$ cat src/rtl/term_io_pkg.sv
package term_io_pkg;
  typedef enum logic [1:0] {
    REG_RX_CTRL = 2'd0,
    REG_RX_DATA = 2'd1,
    REG_TX_CTRL = 2'd2,
    REG_TX_DATA = 2'd3
  } reg_sel_e;

  localparam int BIT_READY   = 0;
  localparam int BIT_IE      = 1;
  localparam int BIT_OVERRUN = 2;
endpackage

$ cat src/rtl/term_bus_decode.sv
module term_bus_decode
  import term_io_pkg::*;
#(
  parameter int          ADDR_W    = 32,
  parameter logic [31:0] BASE_ADDR = 32'hFFFF_0000
) (
  input  logic              bus_sel,
  input  logic              bus_we,
  input  logic [ADDR_W-1:0] bus_addr,
  output logic              hit,
  output reg_sel_e          sel_idx,
  output logic              rd_rx_data,
  output logic              wr_rx_ctrl,
  output logic              wr_tx_ctrl,
  output logic              wr_tx_data
);
  localparam int WIN_LSB = 4;
  localparam logic [ADDR_W-1:0] BASE_W = ADDR_W'(BASE_ADDR);

  always_comb begin
    hit     = bus_sel
            && (bus_addr[ADDR_W-1:WIN_LSB] == BASE_W[ADDR_W-1:WIN_LSB])
            && (bus_addr[1:0] == 2'b00);
    sel_idx = reg_sel_e'(bus_addr[3:2]);
    rd_rx_data = hit && !bus_we && (sel_idx == REG_RX_DATA);
    wr_rx_ctrl = hit &&  bus_we && (sel_idx == REG_RX_CTRL);
    wr_tx_ctrl = hit &&  bus_we && (sel_idx == REG_TX_CTRL);
    wr_tx_data = hit &&  bus_we && (sel_idx == REG_TX_DATA);
  end
endmodule

$ cat src/rtl/term_rx_unit.sv
module term_rx_unit #(
  parameter int CHAR_W = 8
) (
  input  logic              clk,
  input  logic              rst,
  input  logic              kb_valid,
  input  logic [CHAR_W-1:0] kb_data,
  input  logic              rd_data_stb,
  input  logic              wr_ctrl_stb,
  input  logic              wr_ie,
  output logic [CHAR_W-1:0] data_q,
  output logic              rdy_q,
  output logic              ie_q,
  output logic              ovr_q
);
  always_ff @(posedge clk) begin
    if (rst) begin
      data_q <= '0;
      rdy_q  <= 1'b0;
      ie_q   <= 1'b0;
      ovr_q  <= 1'b0;
    end else begin
      if (wr_ctrl_stb) ie_q <= wr_ie;
      if (kb_valid) begin
        data_q <= kb_data;
        rdy_q  <= 1'b1;
        // a same-cycle read consumed the old byte, so no overrun
        ovr_q  <= rd_data_stb ? 1'b0 : (ovr_q | rdy_q);
      end else if (rd_data_stb) begin
        rdy_q <= 1'b0;
        ovr_q <= 1'b0;
      end
    end
  end
endmodule

$ cat src/rtl/term_tx_unit.sv
module term_tx_unit #(
  parameter int CHAR_W   = 8,
  parameter int TX_DELAY = 40
) (
  input  logic              clk,
  input  logic              rst,
  input  logic              wr_ctrl_stb,
  input  logic              wr_ie,
  input  logic              wr_data_stb,
  input  logic [CHAR_W-1:0] wr_char,
  output logic [CHAR_W-1:0] data_q,
  output logic              rdy_q,
  output logic              ie_q,
  output logic              disp_valid
);
  localparam int CNT_W = $clog2(TX_DELAY + 1);
  localparam logic [CNT_W-1:0] LOAD = CNT_W'(TX_DELAY);

  logic [CNT_W-1:0] cnt_q;

  always_ff @(posedge clk) begin
    if (rst) begin
      data_q     <= '0;
      rdy_q      <= 1'b1;
      ie_q       <= 1'b0;
      disp_valid <= 1'b0;
      cnt_q      <= '0;
    end else begin
      disp_valid <= wr_data_stb;
      if (wr_ctrl_stb) ie_q <= wr_ie;
      if (wr_data_stb) begin
        data_q <= wr_char;
        rdy_q  <= 1'b0;
        cnt_q  <= LOAD;
      end else if (cnt_q != '0) begin
        cnt_q <= cnt_q - 1'b1;
        if (cnt_q == CNT_W'(1)) rdy_q <= 1'b1;
      end
    end
  end
endmodule

$ cat src/rtl/term_io_ctrl.sv
module term_io_ctrl
  import term_io_pkg::*;
#(
  parameter int          ADDR_W    = 32,
  parameter int          DATA_W    = 32,
  parameter int          CHAR_W    = 8,
  parameter int          TX_DELAY  = 40,
  parameter logic [31:0] BASE_ADDR = 32'hFFFF_0000
) (
  input  logic              clk,
  input  logic              rst,
  input  logic              bus_sel,
  input  logic              bus_we,
  input  logic [ADDR_W-1:0] bus_addr,
  input  logic [DATA_W-1:0] bus_wdata,
  output logic              bus_hit,
  output logic [DATA_W-1:0] bus_rdata,
  input  logic              kb_valid,
  input  logic [CHAR_W-1:0] kb_data,
  output logic              disp_valid,
  output logic [CHAR_W-1:0] disp_data,
  output logic              irq_rx,
  output logic              irq_tx
);
  logic     dec_hit, rd_rx_data, wr_rx_ctrl, wr_tx_ctrl, wr_tx_data;
  reg_sel_e sel_idx;

  logic [CHAR_W-1:0] rx_data, tx_data;
  logic rx_rdy, rx_ie, rx_ovr, tx_rdy, tx_ie;
  logic [DATA_W-1:0] rd_mux;
  logic unused_wdata;

  assign unused_wdata = ^bus_wdata[DATA_W-1:CHAR_W];

  term_bus_decode #(.ADDR_W(ADDR_W), .BASE_ADDR(BASE_ADDR)) u_dec (
    .bus_sel    (bus_sel),
    .bus_we     (bus_we),
    .bus_addr   (bus_addr),
    .hit        (dec_hit),
    .sel_idx    (sel_idx),
    .rd_rx_data (rd_rx_data),
    .wr_rx_ctrl (wr_rx_ctrl),
    .wr_tx_ctrl (wr_tx_ctrl),
    .wr_tx_data (wr_tx_data)
  );

  term_rx_unit #(.CHAR_W(CHAR_W)) u_rx (
    .clk         (clk),
    .rst         (rst),
    .kb_valid    (kb_valid),
    .kb_data     (kb_data),
    .rd_data_stb (rd_rx_data),
    .wr_ctrl_stb (wr_rx_ctrl),
    .wr_ie       (bus_wdata[BIT_IE]),
    .data_q      (rx_data),
    .rdy_q       (rx_rdy),
    .ie_q        (rx_ie),
    .ovr_q       (rx_ovr)
  );

  term_tx_unit #(.CHAR_W(CHAR_W), .TX_DELAY(TX_DELAY)) u_tx (
    .clk         (clk),
    .rst         (rst),
    .wr_ctrl_stb (wr_tx_ctrl),
    .wr_ie       (bus_wdata[BIT_IE]),
    .wr_data_stb (wr_tx_data),
    .wr_char     (bus_wdata[CHAR_W-1:0]),
    .data_q      (tx_data),
    .rdy_q       (tx_rdy),
    .ie_q        (tx_ie),
    .disp_valid  (disp_valid)
  );

  always_comb begin
    rd_mux = '0;
    unique case (sel_idx)
      REG_RX_CTRL: begin
        rd_mux[BIT_READY]   = rx_rdy;
        rd_mux[BIT_IE]      = rx_ie;
        rd_mux[BIT_OVERRUN] = rx_ovr;
      end
      REG_RX_DATA: rd_mux[CHAR_W-1:0] = rx_data;
      REG_TX_CTRL: begin
        rd_mux[BIT_READY] = tx_rdy;
        rd_mux[BIT_IE]    = tx_ie;
      end
      REG_TX_DATA: rd_mux[CHAR_W-1:0] = tx_data;
      default: rd_mux = '0;
    endcase
  end

  always_ff @(posedge clk) begin
    if (rst) begin
      bus_hit   <= 1'b0;
      bus_rdata <= '0;
    end else begin
      bus_hit   <= dec_hit;
      bus_rdata <= (dec_hit && !bus_we) ? rd_mux : '0;
    end
  end

  assign disp_data = tx_data;
  assign irq_rx    = rx_rdy & rx_ie;
  assign irq_tx    = tx_rdy & tx_ie;
endmodule

$ cat config.mk
export PLATFORM = sky130hd
export DESIGN_NAME = term_io_ctrl
export DESIGN_NICKNAME = d
export VERILOG_FILES = /design/src/rtl/term_io_pkg.sv /design/src/rtl/term_bus_decode.sv /design/src/rtl/term_rx_unit.sv /design/src/rtl/term_tx_unit.sv /design/src/rtl/term_io_ctrl.sv
export SDC_FILE = /design/constraint.sdc
export NUM_CORES = 1
export LEC_CHECK = 0
export ABC_AREA = 1
export BUFFER_PORTS_ARGS = -buffer_cell sky130_fd_sc_hd__buf_4
export CORE_MARGIN = 3
export CORE_UTILIZATION = 43
export CTS_CLUSTER_SIZE = 40
export DETAILED_ROUTE_END_ITERATION = 10
export GPL_TIMING_DRIVEN = 0
export PLACE_DENSITY = 0.83
export SETUP_SLACK_MARGIN = 0.5
export SLEW_MARGIN = 20
export SYNTH_ARGS = -nofsm -noshare
export SYNTH_HDL_FRONTEND = slang
export SYNTH_SLANG_ARGS = --single-unit
export TNS_END_PERCENT = 20
$ cat constraint.sdc
create_clock -name clk -period 1.4 [get_ports clk]
set_input_delay 0.42 -clock clk [delete_from_list [all_inputs] [get_ports clk]]
set_output_delay 0.42 -clock clk [all_outputs]
set_load 0.03 [all_outputs]
==> results of run 1 <==
## power by group through the flow
| stage | Sequential [uW] | Clock, uW | Combinational [uW] |
|---|---|---|---|
| global placement | 1230 | 0 | 862 |
| CTS | 1220 | 728 | 1160 |
| global route | 1240 | 772 | 1360 |
| floorplan | 1220 | 0 | 664 |
| finish | 1230 | 721 | 1250 |
| detailed placement | 1240 | 0 | 884 |
## stage by stage
step	hold WS [ns]	total power (uW)	cell area (sq um)
final	0.323	3190	3120
after global routing	0.328	3370	3120
after CTS	0.325	3110	2970
after detailed placement	0.455	2120	2720
after global placement	0.443	2090	2720
after floorplan	0.433	1880	2120
## synth_stat cells (all sizes together)
master / n
nand2: 67
nor2: 50
dfxtp: 37
inv: 37
buf: 27
nand3: 27
a21oi: 14
o21ai: 10
nand4: 7
clkbuf: 3
and2: 2
ha: 2
nor3: 2
xor2: 2
a221oi: 1
clkinv: 1
conb: 1
nand3b: 1
o211ai: 1
o221ai: 1
or2: 1
xnor2: 1
## layer usage
layer | share of wire | track usage | vias to the layer above
met2 | 0.53 | 0.353 | 74
met3 | 0.057 | 0.0387 | 8
met1 | 0.40 | 0.216 | 981
li1 | - | - | 1107
met5 | 0 | 0 | -
met4 | 0.016 | 0.0593 | 0
## repair_timing
action | CTS | global route
buffers inserted | 9 | 4
endpoints found under the setup margin | 57 | 57
hold buffers | 0 | 0
gates cloned | 0 | 1
hold endpoints to repair | 0 | 0
gates resized for setup | 43 | 34
pin swaps | 5 | 2
## flip-flops by register name, summed over array words and instances (netlist names)
name             cells
bus_hit              1
bus_rdata            8
u_rx.data_q          8
u_rx.ie_q            1
u_rx.ovr_q           1
u_rx.rdy_q           1
u_tx.cnt_q           6
u_tx.data_q          8
u_tx.disp_valid      1
u_tx.ie_q            1
u_tx.rdy_q           1
## cell type report
type,instances,area (sq um)
Buffer,30,215
Sequential cell,37,754
Timing Repair Buffer,85,718
Inverter,38,146
Clock inverter,2,10.0
Multi-Input combinational cell,213,1140
Fill cell,359,1360
Clock buffer,6,72.6
Tap cell,52,65.1
## critical path: cells and delay by family (launching register included)
kind	cells	cell delay [ns]
AND/OR/NAND/NOR	1	0.05
buffers and inverters	2	0.19
flip-flops	1	0.33
## worst max-delay path by stage
stage	from	end	slack [ns]	cells after the start
2_1_floorplan	bus_addr[11]	u_tx.rdy_q	0.09	8
3_3_place_gp	bus_addr[3]	u_tx.data_q[5]	-0.17	7
3_5_place_dp	bus_addr[3]	u_tx.data_q[1]	-0.21	7
4_1_cts	u_rx.rdy_q	irq_rx	0.12	3
5_1_grt	bus_addr[13]	u_tx.data_q[2]	0.06	9
6_report	u_rx.rdy_q	irq_rx	0.12	3
## cell families (layout without fill, tap and decap cells)
family	count (synthesis)	in the layout	synth area share
flops	37	37	0.364
simple gates	157	157	0.352
xor+xnor	3	3	0.0129
other cells	1	24	0.00184
compound gates	27	27	0.0824
buf+inv	68	161	0.175
fa+ha+maj	2	2	0.0123
==> results_dict.tcl, run 1 <==
set metrics [dict create \
    layout_common_cells "86 x buf_4, 57 x nand2_1, 37 x nor2_1, 30 x inv_1, 26 x dfxtp_1" \
    grt_max_degree 12 \
    grt-ovfl-total 0 \
    swShare 0.353 \
    cts.sink_count 37 \
    cts_buffers 5 \
    worstHoldPathCells 2 \
    status "completed" \
    wl_per_cell_um 12.3 \
    area_growth_pct 53.2 \
    cts-root-buf "clkbuf_8" \
    ios 121 \
    clockPowerShare 0.226 \
    place.detailed.hpwl_mm 3.94 \
    netlist_top_cells_area "dfxtp_1 36%, nand2_1 12%, buf_4 8.9%, nor2_1 7.9%, inv_1 6.8%" \
    ys_types 30 \
    yosysSeqAreaShare 0.364 \
    critPathMaxFanout 2 \
    grt_setup_unrepaired "yes" \
    grt_pass1_vias 1914 \
    tns_ns 0 \
    place.gp.congestion 0.841 \
    hp-start "rst" \
    slowest_delay_ns 0.33 \
    critical_path_class "reg2out" \
    viasPerCell 4.69 \
    grtUsageTotal 0.190 \
    fin_util 0.697 \
    hold_viol_final 0 \
    switchingPower_uw 1130 \
    clk-insertion-delay-late_ns 0.30 \
    ys_ff_latch 37 \
    cp_slowest_cell "dfxtp_2" \
    nNetsFinal 489 \
    diodes 0 \
    ff2ff_path_depth 5 \
    power.internal_uw 2070 \
    initial_core_util 0.455 \
    dp_cells 441 \
    antenna_found_initial 0 \
    synth_top_area_share 0.364 \
    synthCells 295 \
    drcViolationCount 0 \
    firstDrtPassIters 4 \
    grt_pass1_wl_mm 8.20 \
    drt_iter0_drc 82 \
    r2r-start "u_tx.cnt_q[4]" \
    p_comb_frac 0.390 \
    irDropWorstVdd_mv 0.744 \
    fp.dieW_um 74.8 \
    yosys.area.top_type "dfxtp_1" \
    htreeDepth 2 \
    core_area_sq_um 4470 \
    cp.required_ns 0.98 \
    min_path_type "in2reg" \
    share_seq_of_total_power 0.385 \
    p_leak_uw 0.00158 \
    worstPathArrival_ns 0.86 \
    path_clk_slew_ns 0.07 \
    finalNonFillerCells 463 \
    ant_nets 0 \
    vias 2170 \
    drv_slew 0 \
    wirelength_mm 5.72 \
    port_buffers 71 \
    ys_warn_count 0 \
    rows 24 \
    cts_tree "built" \
    min_period_ns 1.28 \
    r2r-end "u_tx.cnt_q[0]" \
    power_density_nw_per_um2 1020 \
    syn_area_sq_um 2040 \
    endpoint_kind "output pin" \
    cp_cell_sequence "nand2_1, inv_1, buf_6" \
    finalWorstSetupSlack_ns 0.123 \
    die_area_sq_um 5600 \
    hold_path_end "u_tx.cnt_q[5]" \
    clock_path_buffers 2 \
    regToRegSetupSlack_ns 0.21 \
    fin_worst_skew_ns 0.00459 \
    drive_gt1_frac 0.436 \
    die_y_um 74.8 \
    final_common_cell "buf_4" \
    maxCapViolCount 0 \
    syn_avg_cell_area_sq_um 6.90 \
    max_freq_ghz 0.783 \
    setup_viol 0 \
    critPathLaunchType "flip-flop" \
    pre_cts_ws_ns -0.210 \
    min_period_over_period 0.912 \
]
Power figures use the tool's default switching activity.
==> run 2: changes to the inputs <==
==> constraint.sdc (replaced) <==
create_clock -name clk -period 1.4 [get_ports clk]
set_input_delay 0.07 -clock clk [delete_from_list [all_inputs] [get_ports clk]]
set_output_delay 0.07 -clock clk [all_outputs]
set_load 0.03 [all_outputs]
==> results_dict.tcl, run 2 (synthesized netlist as in run 1, its figures left out) <==
set metrics [dict create \
    place.gp.congestion 0.835 \
    grt-ovfl-total 0 \
    cts_buffers 5 \
    cts-root-buf "clkbuf_8" \
    maxCapViolCount 0 \
    cts_tree "built" \
    fin_worst_skew_ns 0.00495 \
    viasPerCell 4.55 \
    area_growth_pct 48.1 \
    min_period_ns 1.17 \
    worstPathArrival_ns 1.35 \
    core_area_sq_um 4470 \
    setup_viol 0 \
    layout_common_cells "102 x buf_4, 64 x nand2_1, 43 x nor2_1, 35 x inv_1, 33 x dfxtp_1" \
    drcViolationCount 0 \
    fin_hold_ws_ns 0.00771 \
    p_leak_uw 0.00153 \
    drv_slew 0 \
    cp.required_ns 1.58 \
    power_density_nw_per_um2 1090 \
    n_fill_cell 377 \
    finalNonFillerCells 464 \
    tns_ns 0 \
    firstDrtPassIters 7 \
    diodes 0 \
    grt_pass1_vias 1888 \
    ant_nets 0 \
    clk-insertion-delay-late_ns 0.29 \
    place.detailed.hpwl_mm 4.06 \
    fin_area_sq_um 3010 \
    cts.sink_count 37 \
    path_clk_slew_ns 0.08 \
    drive_gt1_frac 0.357 \
    clock_path_buffers 2 \
    wirelength_mm 5.28 \
    status "completed" \
    fp.dieW_um 74.8 \
    antenna_found_initial 0 \
    final_common_cell "buf_4" \
    critPathLaunchType "flip-flop" \
    dp_cells 441 \
    grt_pass1_wl_mm 8.11 \
    die_y_um 74.8 \
    grtUsageTotal 0.188 \
    min_period_over_period 0.838 \
    rows 24 \
    port_buffers 71 \
    irDropWorstVdd_mv 0.745 \
    max_freq_ghz 0.853 \
    die_area_sq_um 5600 \
    hold_viol_final 0 \
    htreeDepth 2 \
    placed_area_sq_um 2740 \
    drt_iter0_drc 100 \
    nNetsFinal 490 \
    grt_setup_unrepaired "yes" \
    grt_max_degree 14 \
    vias 2109 \
    wl_per_cell_um 11.4 \
    critical_path_class "reg2reg" \
    critPathMaxFanout 6 \
    top_regs "bus_rdata (8), u_rx.data_q (8), u_tx.data_q (8)" \
    initial_core_util 0.455 \
    ios 121 \
    endpoint_kind "flip-flop" \
    min_path_type "in2reg" \
]
run 2: cell count changes in the layout (fill, tap and decap cells not counted), moves of 5 or more:
cell,before,now
dlygate4sd3_1,0,8
inv_1,30,35
dfxtp_1,26,33
buf_6,23,1
nand2_1,57,64
nor2_1,37,43
buf_4,86,102
dfxtp_2,11,4
nand2_2,7,1
run 2: final timing paths:
kind | from | endpoint | slack (ns) | depth (start not counted)
worst max-delay path | u_tx.cnt_q[3] | u_tx.cnt_q[0] | 0.23 | 5
worst max register to register | u_tx.cnt_q[3] | u_tx.cnt_q[0] | 0.23 | 5
worst min-delay path | kb_data[4] | u_rx.data_q[4] | 0.008 | 3
worst min register to register | u_rx.data_q[0] | u_rx.data_q[0] | 0.47 | 2
run 2: worst max-delay path, stage by stage, from the launching register on:
cell	delay (ns)
dfxtp_2	0.34
or2_4	0.24
nor2_4	0.17
nand2_4	0.10
xor2_1	0.16
nor2_1	0.06
run 2: metrics by stage:
step,power [uW],util,setup slack (ns)
after global placement,2150,0.611,0.181
after detailed placement,2190,0.611,0.154
final,3300,0.674,0.227
after CTS,3170,0.666,0.219
after global routing,3480,0.674,0.185
after floorplan,1930,-,0.298
run 2: power by group:
part | switching [uW] | internal (uW)
sequential | 74.2 | 1160
combinational | 694 | 625
clock | 390 | 353
run 2: repair_timing:
item	CTS	global route
pin swaps	7	5
endpoints found under the setup margin	20	38
setup buffers	5	2
gates cloned	0	0
resized for setup	11	6
hold endpoints to repair	8	0
hold buffers	8	0
run 2: final cells by class:
class	instances	area (sq um)	area share
clock buffers	5	68.8	0.0228
well taps	52	65.1	0.0216
plain buffers	30	213	0.0706
multi-input cells	213	1090	0.362
clock inverters	3	21.3	0.00706
repair buffers	86	666	0.221
inverters	38	143	0.0473
flip-flops and latches	37	746	0.247
run 2: metal layers:
metal	part of all wire	GRT usage	up-vias
met5	0	0	-
met4	0.0083	0.0494	0
met3	0.052	0.0374	6
met2	0.55	0.361	68
met1	0.39	0.210	924
li1	-	-	1111
